**config.mk**
```make
export PLATFORM = sky130hd
export DESIGN_NAME = fsk_timing_slicer
export DESIGN_NICKNAME = d
export VERILOG_FILES = /design/src/rtl/fsk_slicer_pkg.sv /design/src/rtl/fsk_dc_tracker.sv /design/src/rtl/fsk_rate_estimator.sv /design/src/rtl/fsk_symbol_timer.sv /design/src/rtl/fsk_timing_slicer.sv
export SDC_FILE = /design/constraint.sdc
export NUM_CORES = 1
export LEC_CHECK = 0
export BUFFER_PORTS_ARGS = -buffer_cell sky130_fd_sc_hd__buf_2
export CAP_MARGIN = 20
export CORE_ASPECT_RATIO = 0.8
export CORE_MARGIN = 3
export CORE_UTILIZATION = 51
export CTS_CLUSTER_DIAMETER = 40
export DETAILED_ROUTE_END_ITERATION = 6
export PLACE_DENSITY = 0.67
export SKIP_CTS_REPAIR_TIMING = 1
export SYNTH_ARGS = -nofsm -noshare
export SYNTH_HDL_FRONTEND = slang
export SYNTH_SLANG_ARGS = --single-unit
```
**constraint.sdc**
```tcl
create_clock -name clk -period 8.09 [get_ports clk]
set_input_delay 1.618 -clock clk [delete_from_list [all_inputs] [get_ports clk]]
set_output_delay 1.618 -clock clk [all_outputs]
set_load 0.05 [all_outputs]
```
**src/rtl/fsk_slicer_pkg.sv**
```systemverilog
package fsk_slicer_pkg;

    localparam logic [1:0] RATE_512  = 2'd0;
    localparam logic [1:0] RATE_1200 = 2'd1;
    localparam logic [1:0] RATE_2400 = 2'd2;
    localparam logic [1:0] RATE_AUTO = 2'd3;

    localparam int BAUD_LOW  = 512;
    localparam int BAUD_MID  = 1200;
    localparam int BAUD_HIGH = 2400;
    localparam int NUM_RATES = 3;

    function automatic int unsigned baud_of(input logic [1:0] code);
        case (code)
            RATE_512:  return BAUD_LOW;
            RATE_1200: return BAUD_MID;
            default:   return BAUD_HIGH;
        endcase
    endfunction

    function automatic int unsigned sps_of(input logic [1:0] code, input int unsigned fs);
        return fs / baud_of(code);
    endfunction

    function automatic int unsigned abs_diff(input int unsigned a, input int unsigned b);
        return (a > b) ? (a - b) : (b - a);
    endfunction

    // Rate whose nominal symbol length is nearest the measured interval; ties keep the lower code
    function automatic logic [1:0] nearest_rate(input int unsigned iv, input int unsigned fs);
        logic [1:0]  best;
        int unsigned best_d;
        int unsigned cur_d;
        best   = RATE_512;
        best_d = abs_diff(iv, sps_of(RATE_512, fs));
        for (int i = 1; i < NUM_RATES; i++) begin
            cur_d = abs_diff(iv, sps_of(2'(i), fs));
            if (cur_d < best_d) begin
                best_d = cur_d;
                best   = 2'(i);
            end
        end
        return best;
    endfunction

endpackage

```
**src/rtl/fsk_dc_tracker.sv**
```systemverilog
module fsk_dc_tracker #(
    parameter int SAMPLE_W = 12,
    parameter int DC_SHIFT = 6
) (
    input  logic                       clk,
    input  logic                       rst_n,
    input  logic signed [SAMPLE_W-1:0] smp_i,
    input  logic                       smp_vld_i,
    output logic signed [SAMPLE_W:0]   corr_o,
    output logic                       corr_vld_o
);
    localparam int ACC_W = SAMPLE_W + DC_SHIFT + 1;

    typedef struct packed {
        logic [ACC_W-1:0]  acc;
        logic [SAMPLE_W:0] corr;
        logic              vld;
    } dc_state_t;

    dc_state_t q, d;

    logic signed [ACC_W-1:0] acc_s;
    logic signed [ACC_W-1:0] mean_s;
    logic signed [ACC_W-1:0] x_s;
    logic signed [ACC_W-1:0] diff_s;

    always_comb begin
        acc_s  = $signed(q.acc);
        mean_s = acc_s >>> DC_SHIFT;
        x_s    = ACC_W'(smp_i);
        diff_s = x_s - mean_s;
        d      = q;
        d.vld  = 1'b0;
        if (smp_vld_i) begin
            d.acc  = q.acc + diff_s;
            d.corr = diff_s[SAMPLE_W:0];
            d.vld  = 1'b1;
        end
    end

    always_ff @(posedge clk) begin
        if (!rst_n) q <= '0;
        else        q <= d;
    end

    assign corr_o     = $signed(q.corr);
    assign corr_vld_o = q.vld;

    // the mean estimate does not move between samples
    assert_dc_hold_R8: assert property (@(posedge clk) disable iff (!rst_n)
        !smp_vld_i |=> $stable(q.acc));

endmodule

```
**src/rtl/fsk_rate_estimator.sv**
```systemverilog
module fsk_rate_estimator
    import fsk_slicer_pkg::*;
#(
    parameter int SAMPLE_W      = 12,
    parameter int FS_HZ         = 24000,
    parameter int EST_CROSSINGS = 32
) (
    input  logic                     clk,
    input  logic                     rst_n,
    input  logic signed [SAMPLE_W:0] corr_i,
    input  logic                     corr_vld_i,
    output logic [1:0]               det_rate_o
);
    localparam int CNT_W = $clog2(FS_HZ / BAUD_LOW + 2) + 1;
    localparam int XC_W  = $clog2(EST_CROSSINGS);
    localparam logic [CNT_W-1:0] CNT_MAX = '1;

    typedef struct packed {
        logic             sgn;
        logic             have_sgn;
        logic             have_x;
        logic [CNT_W-1:0] run;
        logic [CNT_W-1:0] min_iv;
        logic [XC_W-1:0]  nx;
        logic [1:0]       rate;
    } est_state_t;

    est_state_t q, d;

    logic             cur_sgn;
    logic [CNT_W-1:0] iv;
    logic [CNT_W-1:0] best_iv;

    always_comb begin
        d       = q;
        iv      = '0;
        best_iv = '0;
        cur_sgn = (corr_i > 0);
        if (corr_vld_i) begin
            d.sgn      = cur_sgn;
            d.have_sgn = 1'b1;
            if (q.have_sgn && (cur_sgn != q.sgn)) begin
                iv       = (q.run == CNT_MAX) ? CNT_MAX : q.run + 1'b1;
                d.run    = '0;
                d.have_x = 1'b1;
                if (q.have_x) begin
                    best_iv = (iv < q.min_iv) ? iv : q.min_iv;
                    if (q.nx == XC_W'(EST_CROSSINGS - 1)) begin
                        d.rate   = nearest_rate(32'(best_iv), FS_HZ);
                        d.nx     = '0;
                        d.min_iv = CNT_MAX;
                    end else begin
                        d.nx     = q.nx + 1'b1;
                        d.min_iv = best_iv;
                    end
                end
            end else if (q.run != CNT_MAX) begin
                d.run = q.run + 1'b1;
            end
        end
    end

    always_ff @(posedge clk) begin
        if (!rst_n) begin
            q        <= '0;
            q.min_iv <= CNT_MAX;
            q.rate   <= RATE_1200;
        end else begin
            q <= d;
        end
    end

    assign det_rate_o = q.rate;

    // the estimate is always one of the three real rates
    assert_est_code_R2: assert property (@(posedge clk) disable iff (!rst_n)
        q.rate != RATE_AUTO);

endmodule

```
**src/rtl/fsk_symbol_timer.sv**
```systemverilog
module fsk_symbol_timer
    import fsk_slicer_pkg::*;
#(
    parameter int SAMPLE_W  = 12,
    parameter int FS_HZ     = 24000,
    parameter int LOCK_SYMS = 16
) (
    input  logic                     clk,
    input  logic                     rst_n,
    input  logic signed [SAMPLE_W:0] corr_i,
    input  logic                     corr_vld_i,
    input  logic [1:0]               rate_i,
    output logic                     bit_o,
    output logic                     bit_vld_o,
    output logic                     lock_o
);
    localparam int CNT_W = $clog2(FS_HZ / BAUD_LOW + 2) + 1;
    localparam int LC_W  = $clog2(LOCK_SYMS + 1);
    localparam int MW    = SAMPLE_W + 3;

    typedef enum logic [1:0] {ADJ_NONE, ADJ_LATER, ADJ_EARLIER} adj_e;

    typedef struct packed {
        logic [1:0]        rate_prev;
        logic [CNT_W-1:0]  ph;
        logic [SAMPLE_W:0] early;
        logic [SAMPLE_W:0] cen;
        adj_e              adj;
        logic [LC_W-1:0]   lcnt;
        logic              lock;
        logic              bit_v;
        logic              bvld;
    } tim_state_t;

    tim_state_t q, d;

    logic [CNT_W-1:0] sps_w, half_w, end_w;
    logic signed [MW-1:0] cen_m, e_m, l_m, thr_m;

    always_comb begin
        sps_w  = CNT_W'(sps_of(rate_i, FS_HZ));
        half_w = sps_w >> 1;
        case (q.adj)
            ADJ_LATER:   end_w = sps_w;
            ADJ_EARLIER: end_w = sps_w - 2'd2;
            default:     end_w = sps_w - 1'b1;
        endcase
        // align early/late samples to the centre's polarity
        cen_m = MW'($signed(q.cen));
        e_m   = (cen_m < 0) ? -MW'($signed(q.early)) : MW'($signed(q.early));
        l_m   = (cen_m < 0) ? -MW'(corr_i) : MW'(corr_i);
        thr_m = ((cen_m < 0) ? -cen_m : cen_m) >>> 2;

        d           = q;
        d.bvld      = 1'b0;
        d.rate_prev = rate_i;
        if (rate_i != q.rate_prev) begin
            d.ph   = '0;
            d.adj  = ADJ_NONE;
            d.lcnt = '0;
            d.lock = 1'b0;
        end else if (corr_vld_i) begin
            if (q.ph == half_w - 1'b1) d.early = corr_i;
            if (q.ph == half_w) begin
                d.cen   = corr_i;
                d.bit_v = (corr_i > 0);
                d.bvld  = 1'b1;
            end
            if (q.ph == half_w + 1'b1) begin
                if ((l_m - e_m) > thr_m)      d.adj = ADJ_LATER;
                else if ((e_m - l_m) > thr_m) d.adj = ADJ_EARLIER;
                else                          d.adj = ADJ_NONE;
            end
            if (q.ph >= end_w) begin
                d.ph  = '0;
                d.adj = ADJ_NONE;
                if (q.adj != ADJ_NONE) begin
                    d.lcnt = '0;
                end else if (q.lcnt != LC_W'(LOCK_SYMS)) begin
                    d.lcnt = q.lcnt + 1'b1;
                    if (q.lcnt == LC_W'(LOCK_SYMS - 1)) d.lock = 1'b1;
                end
            end else begin
                d.ph = q.ph + 1'b1;
            end
        end
    end

    always_ff @(posedge clk) begin
        if (!rst_n) begin
            q           <= '0;
            q.rate_prev <= RATE_1200;
        end else begin
            q <= d;
        end
    end

    assign bit_o     = q.bit_v;
    assign bit_vld_o = q.bvld;
    assign lock_o    = q.lock;

    // a symbol never runs past one stretched sample
    assert_phase_bound_R5: assert property (@(posedge clk) disable iff (!rst_n)
        (rate_i == q.rate_prev) |-> (q.ph <= sps_w));

    // a rate change drops lock on the following clock
    assert_lock_drop_R7: assert property (@(posedge clk) disable iff (!rst_n)
        (rate_i != q.rate_prev) |=> !q.lock);

    // each bit strobe lasts one clock
    assert_strobe_single_R4: assert property (@(posedge clk) disable iff (!rst_n)
        q.bvld |=> !q.bvld);

endmodule

```
**src/rtl/fsk_timing_slicer.sv**
```systemverilog
module fsk_timing_slicer
    import fsk_slicer_pkg::*;
#(
    parameter int SAMPLE_W      = 12,
    parameter int FS_HZ         = 24000,
    parameter int DC_SHIFT      = 6,
    parameter int EST_CROSSINGS = 32,
    parameter int LOCK_SYMS     = 16
) (
    input  logic                       clk,
    input  logic                       rst_n,
    input  logic signed [SAMPLE_W-1:0] smp_i,
    input  logic                       smp_vld_i,
    input  logic [1:0]                 rate_sel_i,
    output logic                       bit_o,
    output logic                       bit_vld_o,
    output logic [1:0]                 rate_o,
    output logic                       lock_o
);
    logic signed [SAMPLE_W:0] corr;
    logic                     corr_vld;
    logic [1:0]               det_rate;
    logic [1:0]               rate_eff;

    fsk_dc_tracker #(
        .SAMPLE_W (SAMPLE_W),
        .DC_SHIFT (DC_SHIFT)
    ) u_dc (
        .clk        (clk),
        .rst_n      (rst_n),
        .smp_i      (smp_i),
        .smp_vld_i  (smp_vld_i),
        .corr_o     (corr),
        .corr_vld_o (corr_vld)
    );

    fsk_rate_estimator #(
        .SAMPLE_W      (SAMPLE_W),
        .FS_HZ         (FS_HZ),
        .EST_CROSSINGS (EST_CROSSINGS)
    ) u_est (
        .clk        (clk),
        .rst_n      (rst_n),
        .corr_i     (corr),
        .corr_vld_i (corr_vld),
        .det_rate_o (det_rate)
    );

    assign rate_eff = (rate_sel_i == RATE_AUTO) ? det_rate : rate_sel_i;

    fsk_symbol_timer #(
        .SAMPLE_W  (SAMPLE_W),
        .FS_HZ     (FS_HZ),
        .LOCK_SYMS (LOCK_SYMS)
    ) u_tim (
        .clk        (clk),
        .rst_n      (rst_n),
        .corr_i     (corr),
        .corr_vld_i (corr_vld),
        .rate_i     (rate_eff),
        .bit_o      (bit_o),
        .bit_vld_o  (bit_vld_o),
        .lock_o     (lock_o)
    );

    assign rate_o = rate_eff;

    // the reported rate is never the automatic code
    assert_rate_code_R1: assert property (@(posedge clk) disable iff (!rst_n)
        rate_o != RATE_AUTO);

    // a bit strobe is always two clocks behind a sample strobe
    assert_strobe_latency_R4: assert property (@(posedge clk) disable iff (!rst_n)
        bit_vld_o |-> $past(smp_vld_i, 2));

endmodule

```
==> out/results.txt, run 1 <==
The register clock-pin slew on the reported worst setup and hold paths was 0.08 ns. Setup repair after global routing left no endpoint under its margin. Synthesis handed over a netlist of 1302 instances. The wire length on met3 is 1.091 mm.

The number of placement rows is 45, and the required time of the critical path is 8.34 ns. In this run the static leakage power is 4.946 nW. The worst setup timing slack at the placement stage came out at 0.3370 ns. The aggregate global routing overflow was 0. Counting stages on the worst path, the most repeated cell is sky130_fd_sc_hd__a21oi_1. The cell area that synthesis handed to floorplanning was 10100 um2.

Measured against its own limit, the worst slew margin works out to 39.99%. After synthesis, the netlist uses 67 different library cells. The routed wire length per instance works out to 14.81 um. Dividing total power by cell area gives a power density of 252.9 nW/um2. The detailed router finished its first iteration with 561 violations. Measured along the y axis, the die boundary spans 131.9 um. The tools report the count of antenna diodes in the layout as 0.

The logs give 5 for the first-pass iteration count of the detailed router and 0 for the count of nets left with antenna violations after detail routing. The run gives 7.90 ns as the arrival time reported for the critical path endpoint. For this run, design rule violations remaining after detail routing come to 0.

Of the cells placed in the final design, the portion with a size suffix greater than 1 is 5.721%. Largest vdd supply drop: 0.2040 mV. TritonCTS built the clock tree. Clock latency on the worst-skew pair, taken at its later pin, is 0.36 ns. The top-level port count was 22; the number of port buffers was 21.

Leading cell type in the layout, fill and taps excluded: sky130_fd_sc_hd__nor2_1. The die is 163.3 um wide. Standard cell core area: 19200 um2. For this configuration, the core starts out at a cell density of 52.59%. The path class of the tightest hold or removal check is reg -> reg.

The vias after detailed routing was 8784. The tools report the total track usage as 21.62%. The smallest setup slack after layout is 0.4416 ns.

The slowest stage of the critical path belongs to the cell sky130_fd_sc_hd__or3_1. Setup total negative slack on the finished layout was measured at 0 ns. For the maximum number of buffers from clock root to sink, the log shows 2. Of all flip-flops after synthesis, the portion carrying an async set or reset was 0%. The flow ran to the end, and the final reports show no timing, DRC or antenna violations.

The minimum period implied by the final worst setup slack was 7.648 ns; the final cycle utilization of the critical path was 94.54%. The detailed router used layers up to and including met4. The critical path capture point type is a register. The synthesized design contains 0 enable-type register cells. For this run, the number of Yosys warnings is 0. In the final routing, the length of wire on met1 measures 12.59 mm.

In the layout the commonest cells are sky130_fd_sc_hd__nor2_1 (165), sky130_fd_sc_hd__ha_1 (153), sky130_fd_sc_hd__dfxtp_1 (101). In this run, synthesis produced a sequential element count of 102. Static timing analysis puts the maximum clock frequency at 0.1307 GHz. After detailed routing, the met2 layer carries 9.337 mm of wire.

Longest individual stage delay on the worst path: 0.41 ns. Type of origin of the critical path: a register. In this run, CTS created clock tree buffers numbering 9. The initial antenna violation count came out at 0. From synthesis to final layout, the design area changed by 6.828%.

The logs give 23.24 mm for the post-detailed-routing wire length and 0 for the final number of setup-violating endpoints. For the number of maximum-capacitance constraint violations, the log shows 0. The worst setup path is of the reg -> reg kind. At the end of the flow, the number of nets in the layout was 1481. The logs give 20.22% for the sequential-to-total area share from yosys stat and 102 for the number of clock sinks. In the routed layout, each cell is associated on average with a via count of 5.598. The number of failing hold endpoints at the final stage was 0; the deepest level of the CTS H-tree was 3.

The first global-routing pass estimated 39.26 mm of wire. Count of pins over their slew limit: 0. In the synthesized netlist the dominant register cell turns out to be sky130_fd_sc_hd__dfxtp_1.

The weighted congestion at the end of routability-driven global placement is 0.9262, and the largest fanout of any net on the critical path is 19. The die covers 21530 um2. The run gives 77 as the maximum number of pins on one net before global-route repair. After legalization and detailed placement, the total HPWL measured 18.14 mm. Final worst clock skew: 0.009699 ns. The actual slew at the worst max-slew pin was 0.9002 ns.

The root buffer cell chosen for the clock tree is sky130_fd_sc_hd__clkbuf_16. After filler insertion, the fill cell instance count of the layout stands at 1850. The via count of the first global-routing pass is 8082, and the average footprint of a synthesized cell is 7.755 um2.
## final timing paths
path | to | slack, ns | depth (start not counted) | startpoint
worst max register to register | u_est.det_rate_o[0] | 0.44 | 35 | u_est.q[15]
worst min register to register | u_est.q[6] | 0.47 | 2 | u_est.q[6]
worst max-delay path | u_est.det_rate_o[0] | 0.44 | 35 | u_est.q[15]
worst min-delay path | u_est.q[6] | 0.47 | 2 | u_est.q[6]
## worst max-delay path, delay by kind of cell, from the launching register on
family,cells,cell delay [ns]
buffers and inverters,3,0.43
AND/OR/NAND/NOR,13,2.51
flip-flops,1,0.39
AO/OA/AOI/OAI,14,2.78
adder cells (fa/ha/maj),5,1.41
## through the flow
| stage | hold slack, ns | utilization [%] | instances | total power (W) | area [um2] |
|---|---|---|---|---|---|
| final | 0.4716 | 56.18 | 1569 | 0.002728 | 10790 |
| after global routing | 0.4953 | 56.18 | 1569 | 0.003002 | 10790 |
| after CTS | 0.4750 | 55.94 | 1567 | 0.002730 | 10740 |
| after detailed placement | 0.4619 | 54.36 | 1551 | 0.002275 | 10440 |
| after global placement | 0.4407 | 54.36 | 1551 | 0.002243 | 10440 |
| after floorplan | 0.4265 | - | 1310 | 0.001952 | 10130 |
## cell usage after synthesis, types with 4 or more instances
library cell / number / area, um2
sky130_fd_sc_hd__nor2_1: 165 / 619.3
sky130_fd_sc_hd__ha_1: 154 / 1927
sky130_fd_sc_hd__dfxtp_1: 102 / 2042
sky130_fd_sc_hd__a21oi_1: 99 / 495.5
sky130_fd_sc_hd__inv_1: 99 / 371.6
sky130_fd_sc_hd__nand2_1: 72 / 270.3
sky130_fd_sc_hd__xnor2_1: 71 / 621.9
sky130_fd_sc_hd__o21ai_0: 65 / 325.3
sky130_fd_sc_hd__mux2i_1: 62 / 620.6
sky130_fd_sc_hd__clkbuf_1: 37 / 138.9
sky130_fd_sc_hd__xor2_1: 34 / 297.8
sky130_fd_sc_hd__nand3_1: 29 / 145.1
sky130_fd_sc_hd__nor3_1: 29 / 145.1
sky130_fd_sc_hd__a21o_1: 27 / 202.7
sky130_fd_sc_hd__nand2b_1: 23 / 143.9
sky130_fd_sc_hd__o21a_1: 18 / 135.1
sky130_fd_sc_hd__and3_1: 17 / 106.4
sky130_fd_sc_hd__nor2b_1: 17 / 106.4
sky130_fd_sc_hd__nand4_1: 14 / 87.58
sky130_fd_sc_hd__o31ai_1: 14 / 105.1
sky130_fd_sc_hd__o21bai_1: 13 / 97.59
sky130_fd_sc_hd__a211oi_1: 8 / 60.06
sky130_fd_sc_hd__a31oi_1: 8 / 50.05
sky130_fd_sc_hd__and2_1: 7 / 43.79
sky130_fd_sc_hd__buf_2: 7 / 35.03
sky130_fd_sc_hd__or2_2: 7 / 43.79
sky130_fd_sc_hd__or3_1: 7 / 43.79
sky130_fd_sc_hd__or4_1: 7 / 52.55
sky130_fd_sc_hd__nor4_1: 6 / 37.54
sky130_fd_sc_hd__a211o_1: 5 / 43.79
sky130_fd_sc_hd__a21boi_0: 5 / 37.54
sky130_fd_sc_hd__nand3b_1: 5 / 37.54
sky130_fd_sc_hd__nor3b_1: 5 / 37.54
sky130_fd_sc_hd__o2111ai_1: 5 / 43.79
sky130_fd_sc_hd__a22oi_1: 4 / 30.03
sky130_fd_sc_hd__fa_1: 4 / 80.08
sky130_fd_sc_hd__o211ai_1: 4 / 30.03
sky130_fd_sc_hd__o21ai_1: 4 / 20.02
sky130_fd_sc_hd__o41ai_1: 4 / 35.03
## power by group
| group | switching (W) | internal [W] |
|---|---|---|
| clock network | 0.000221 | 0.000220 |
| registers | 0.0000776 | 0.000562 |
| logic | 0.000905 | 0.000743 |
| total | 0.00120 | 0.00152 |
## cell families (layout without fill, tap and decap cells)
| logic type | Yosys count | after routing | share of synthesized area [%] |
|---|---|---|---|
| buffers and inverters | 148 | 149 | 5.626 |
| muxes | 63 | 63 | 6.283 |
| and+or+nand+nor | 420 | 420 | 19.91 |
| xor gates and xnor gates | 105 | 105 | 9.108 |
| other | 1 | 9 | 0.03714 |
| DFF | 102 | 102 | 20.22 |
| adders and majority gates | 158 | 158 | 19.88 |
| AOI/OAI and AO/OA | 305 | 305 | 18.93 |
## layout make-up
type                       count  area (um2)  area share [%]
tap                          258       322.8           2.993
clock inverter                 7       77.57          0.7192
sequential                   102        2043           18.94
multi-input combinational   1060        7547           69.97
timing repair buffer          33       195.2           1.810
clock buffer                   9       225.2           2.088
inverter                     100       375.4           3.480
## registers in the layout, indices dropped and copies added, names as in the netlist
signal and count:
u_tim.q 29, u_tim.cen_m 13, u_tim.bit_o 1, u_tim.bit_vld_o 1
u_est.det_rate_o 2, u_tim.lock_o 1, u_dc.corr_o 13, u_est.q 22
u_dc.acc_s 19, u_dc.corr_vld_o 1
## layer usage
layer / global-route usage [%] / up-vias
met4: 4.133 / 0
met3: 3.549 / 22
li1: - / 4557
met5: 0 / -
met2: 31.30 / 167
met1: 33.60 / 4038
Power figures use the tool's default switching activity.
==> run 2: changes to the inputs <==
clock period = 9.35 ns   (was 8.09 ns; I/O delays follow)
==> out/results.txt, run 2 (synthesized netlist as in run 1, its figures left out) <==
Headroom to the max-slew limit came out at 38.19%. At the pin with the least slew margin, the transition time is 0.9271 ns. The largest vdd supply drop was 0.1588 mV. Entering global routing, the biggest net connects 77 pins. The run gives 1478 as the number of nets at the end of the flow.

In the final layout, the share of cells above drive strength 1 is 4.893%. The part of the power in the clock network is 16.3%. The power per cell area is 219.5 nW/um2, and the post-detailed-routing wire length is 22.79 mm.

The fraction of power spent switching nets was 44.06%. The clock insertion delay at the later pin of the skew report is 0.36 ns. The worst setup path is captured at a register. The type of origin of the critical path is a register. The internal power component is 0.001318 W, and the detailed-route vias per instance is 5.544. The post-synthesis to final-layout area growth is 6.332%, and the register clock-pin slew on the reported worst setup and hold paths is 0.08 ns. Among the stages of the critical path, the cell type that occurs most often is sky130_fd_sc_hd__a21oi_1. The leakage dissipation came out at 4.933 nW. The number of DRC markers after the initial detailed-route iteration came out at 567. The leading cell type in the layout, fill and taps excluded was sky130_fd_sc_hd__nor2_1.

Number of maximum-capacitance constraint violations: 0. The final worst clock skew came out at 0.009916 ns. u_tim.q holds more flip-flops than any other register. The first global-routing pass estimated 39.19 mm of wire. The library cells used most frequently in the layout, excluding fill and tap cells, are sky130_fd_sc_hd__nor2_1 (165), sky130_fd_sc_hd__ha_1 (154), sky130_fd_sc_hd__dfxtp_1 (102).

Detailed routing inserted a total of 8682 vias. Dividing the detail-routed wire length by the instance count gives 14.55 um. The part of the power in combinational logic was 60.3%; the aggregate global routing overflow was 0.

For the count of pins over their slew limit, the log shows 0. The critical path's slowest cell is sky130_fd_sc_hd__a211oi_1. The run gives 23.4% as the sequential power share. The number of flip-flops in the largest register is 29. The count of antenna diodes in the layout is 0, and the maximum number of buffers from clock root to sink is 2. The switching power summed over all nets came out at 0.001038 W. The worst setup path is of the reg -> reg kind. For this block, wires on met1 add up to 12.72 mm. For the internal reg-to-reg setup slack, the log shows 0.95 ns.

The top-level port count was 22. TritonCTS built the clock tree. The worst register-to-register path begins at u_est.q[14]. Static timing analysis puts the maximum clock frequency at 0.1190 GHz. The minimum period implied by the final worst setup slack was 8.401 ns. The via count of the first global-routing pass came out at 7972.

The number of cells on the worst reg-to-reg path was 35; the setup TNS after final layout was 0 ns. In this run the worst path has a maximum fanout of 19. For the number of clock sinks, the log shows 102.

The detailed router used layers up to and including met4. The HPWL after detailed placement is 17.75 mm. The run gives 9 as the total clock buffers created by CTS. Routed length on met2: 8.997 mm.

Root buffer cell: sky130_fd_sc_hd__clkbuf_16. Number of failing hold endpoints at the final stage: 0. The H-tree was split into 3 levels. Once detail routing completed, the nets flagged for antenna violations numbered 0.

The initial antenna violation count is 0, and the weighted congestion at the end of routability-driven global placement is 0.8928. The worst hold path was traced through 2 stages. End of the worst register-to-register path: u_est.det_rate_o[0].

The first detailed-routing pass took 5 iterations. The total track usage is 21.56%, and the arrival time reported for the critical path endpoint is 8.65 ns. Detailed routing placed a total of 938 um of wire on met3. After detailed routing, the number of remaining DRC violations is 0. Total power for the finished layout comes to 0.002357 W.

In this run the tool buffered the top-level ports with 21 buffer cells. Hold path startpoint: u_est.q[22]. Dividing the final minimum period by the clock period gives 89.85%. The core region is 19200 um2. Row generation in the floorplan step produced 45 rows. The required time of the critical path was 9.60 ns; the longest individual stage delay on the worst path was 0.64 ns.

Setup repair after global routing left no endpoint under its margin. The initial utilization of the core area, before any placement, comes to 52.59%. Chip height: 131.9 um. The die area was 21530 um2; the width of the die was 163.3 um. Setup violations remaining at the end of the flow were counted as 0. The flow ran to the end, and the final reports show no timing, DRC or antenna violations.

For hold timing, the worst endpoint is u_est.q[22]. The kind of path behind the tightest hold check is reg -> reg.
run 2: changes by cell type in the layout (fill, tap and decap cells not counted), sizes merged:
cell and delta:
clkinv -1, buf -3, inv +1
run 2: layer usage:
layer	track usage, %	vias up
li1	-	4580
met1	34.20	3953
met2	30.77	137
met3	3.737	12
met4	3.006	0
met5	0	-
run 2: metrics by stage:
stage	worst slack [ns]	utilization [%]	cells	cell area [um2]	hold WS, ns
2_1_floorplan	1.888	-	1310	10130	0.4265
3_3_place_gp	1.347	54.32	1550	10430	0.4391
3_5_place_dp	1.070	54.32	1550	10430	0.4458
5_1_grt	0.1170	55.92	1566	10740	0.4863
4_1_cts	1.053	55.92	1566	10740	0.4651
6_report	0.9490	55.92	1566	10740	0.4618
run 2: worst max-delay path, delay by kind of cell, from the launching register on:
| kind | cells | cell delay (ns) |
|---|---|---|
| buffers and inverters | 2 | 0.57 |
| AND/OR/NAND/NOR | 9 | 1.12 |
| adder cells (fa/ha/maj) | 5 | 1.52 |
| flip-flops | 1 | 0.45 |
| AO/OA/AOI/OAI | 19 | 4.61 |
run 2: cell type report:
type                       instances  area, um2
clock buffer                       9      225.2
clock inverter                     7      81.33
fill                            1870       8463
inverter                         100      375.4
multi-input combinational       1060       7517
sequential                       102       2042
tap                              258      322.8
timing repair buffer              30      172.7
run 2: worst max path at each step:
stage	from	endpoint	slack, ns	depth (start not counted)
global placement	u_est.q[14]	u_est.det_rate_o[0]	1.35	35
floorplan	u_est.q[14]	u_est.det_rate_o[0]	1.89	35
finish	u_est.q[14]	u_est.det_rate_o[0]	0.95	35
global route	u_est.q[14]	u_est.det_rate_o[0]	0.12	36
CTS	u_est.q[14]	u_est.det_rate_o[0]	1.05	35
detailed placement	u_est.q[14]	u_est.det_rate_o[0]	1.07	35
run 2: power by group through the flow:
stage | Clock [W] | Combinational (W) | Sequential (W)
after floorplan | 0 | 0.00116 | 0.000527
after global placement | 0 | 0.00138 | 0.000558
after detailed placement | 0 | 0.00141 | 0.000559
after CTS | 0.000397 | 0.00142 | 0.000549
after global routing | 0.000415 | 0.00162 | 0.000560
final | 0.000384 | 0.00142 | 0.000551
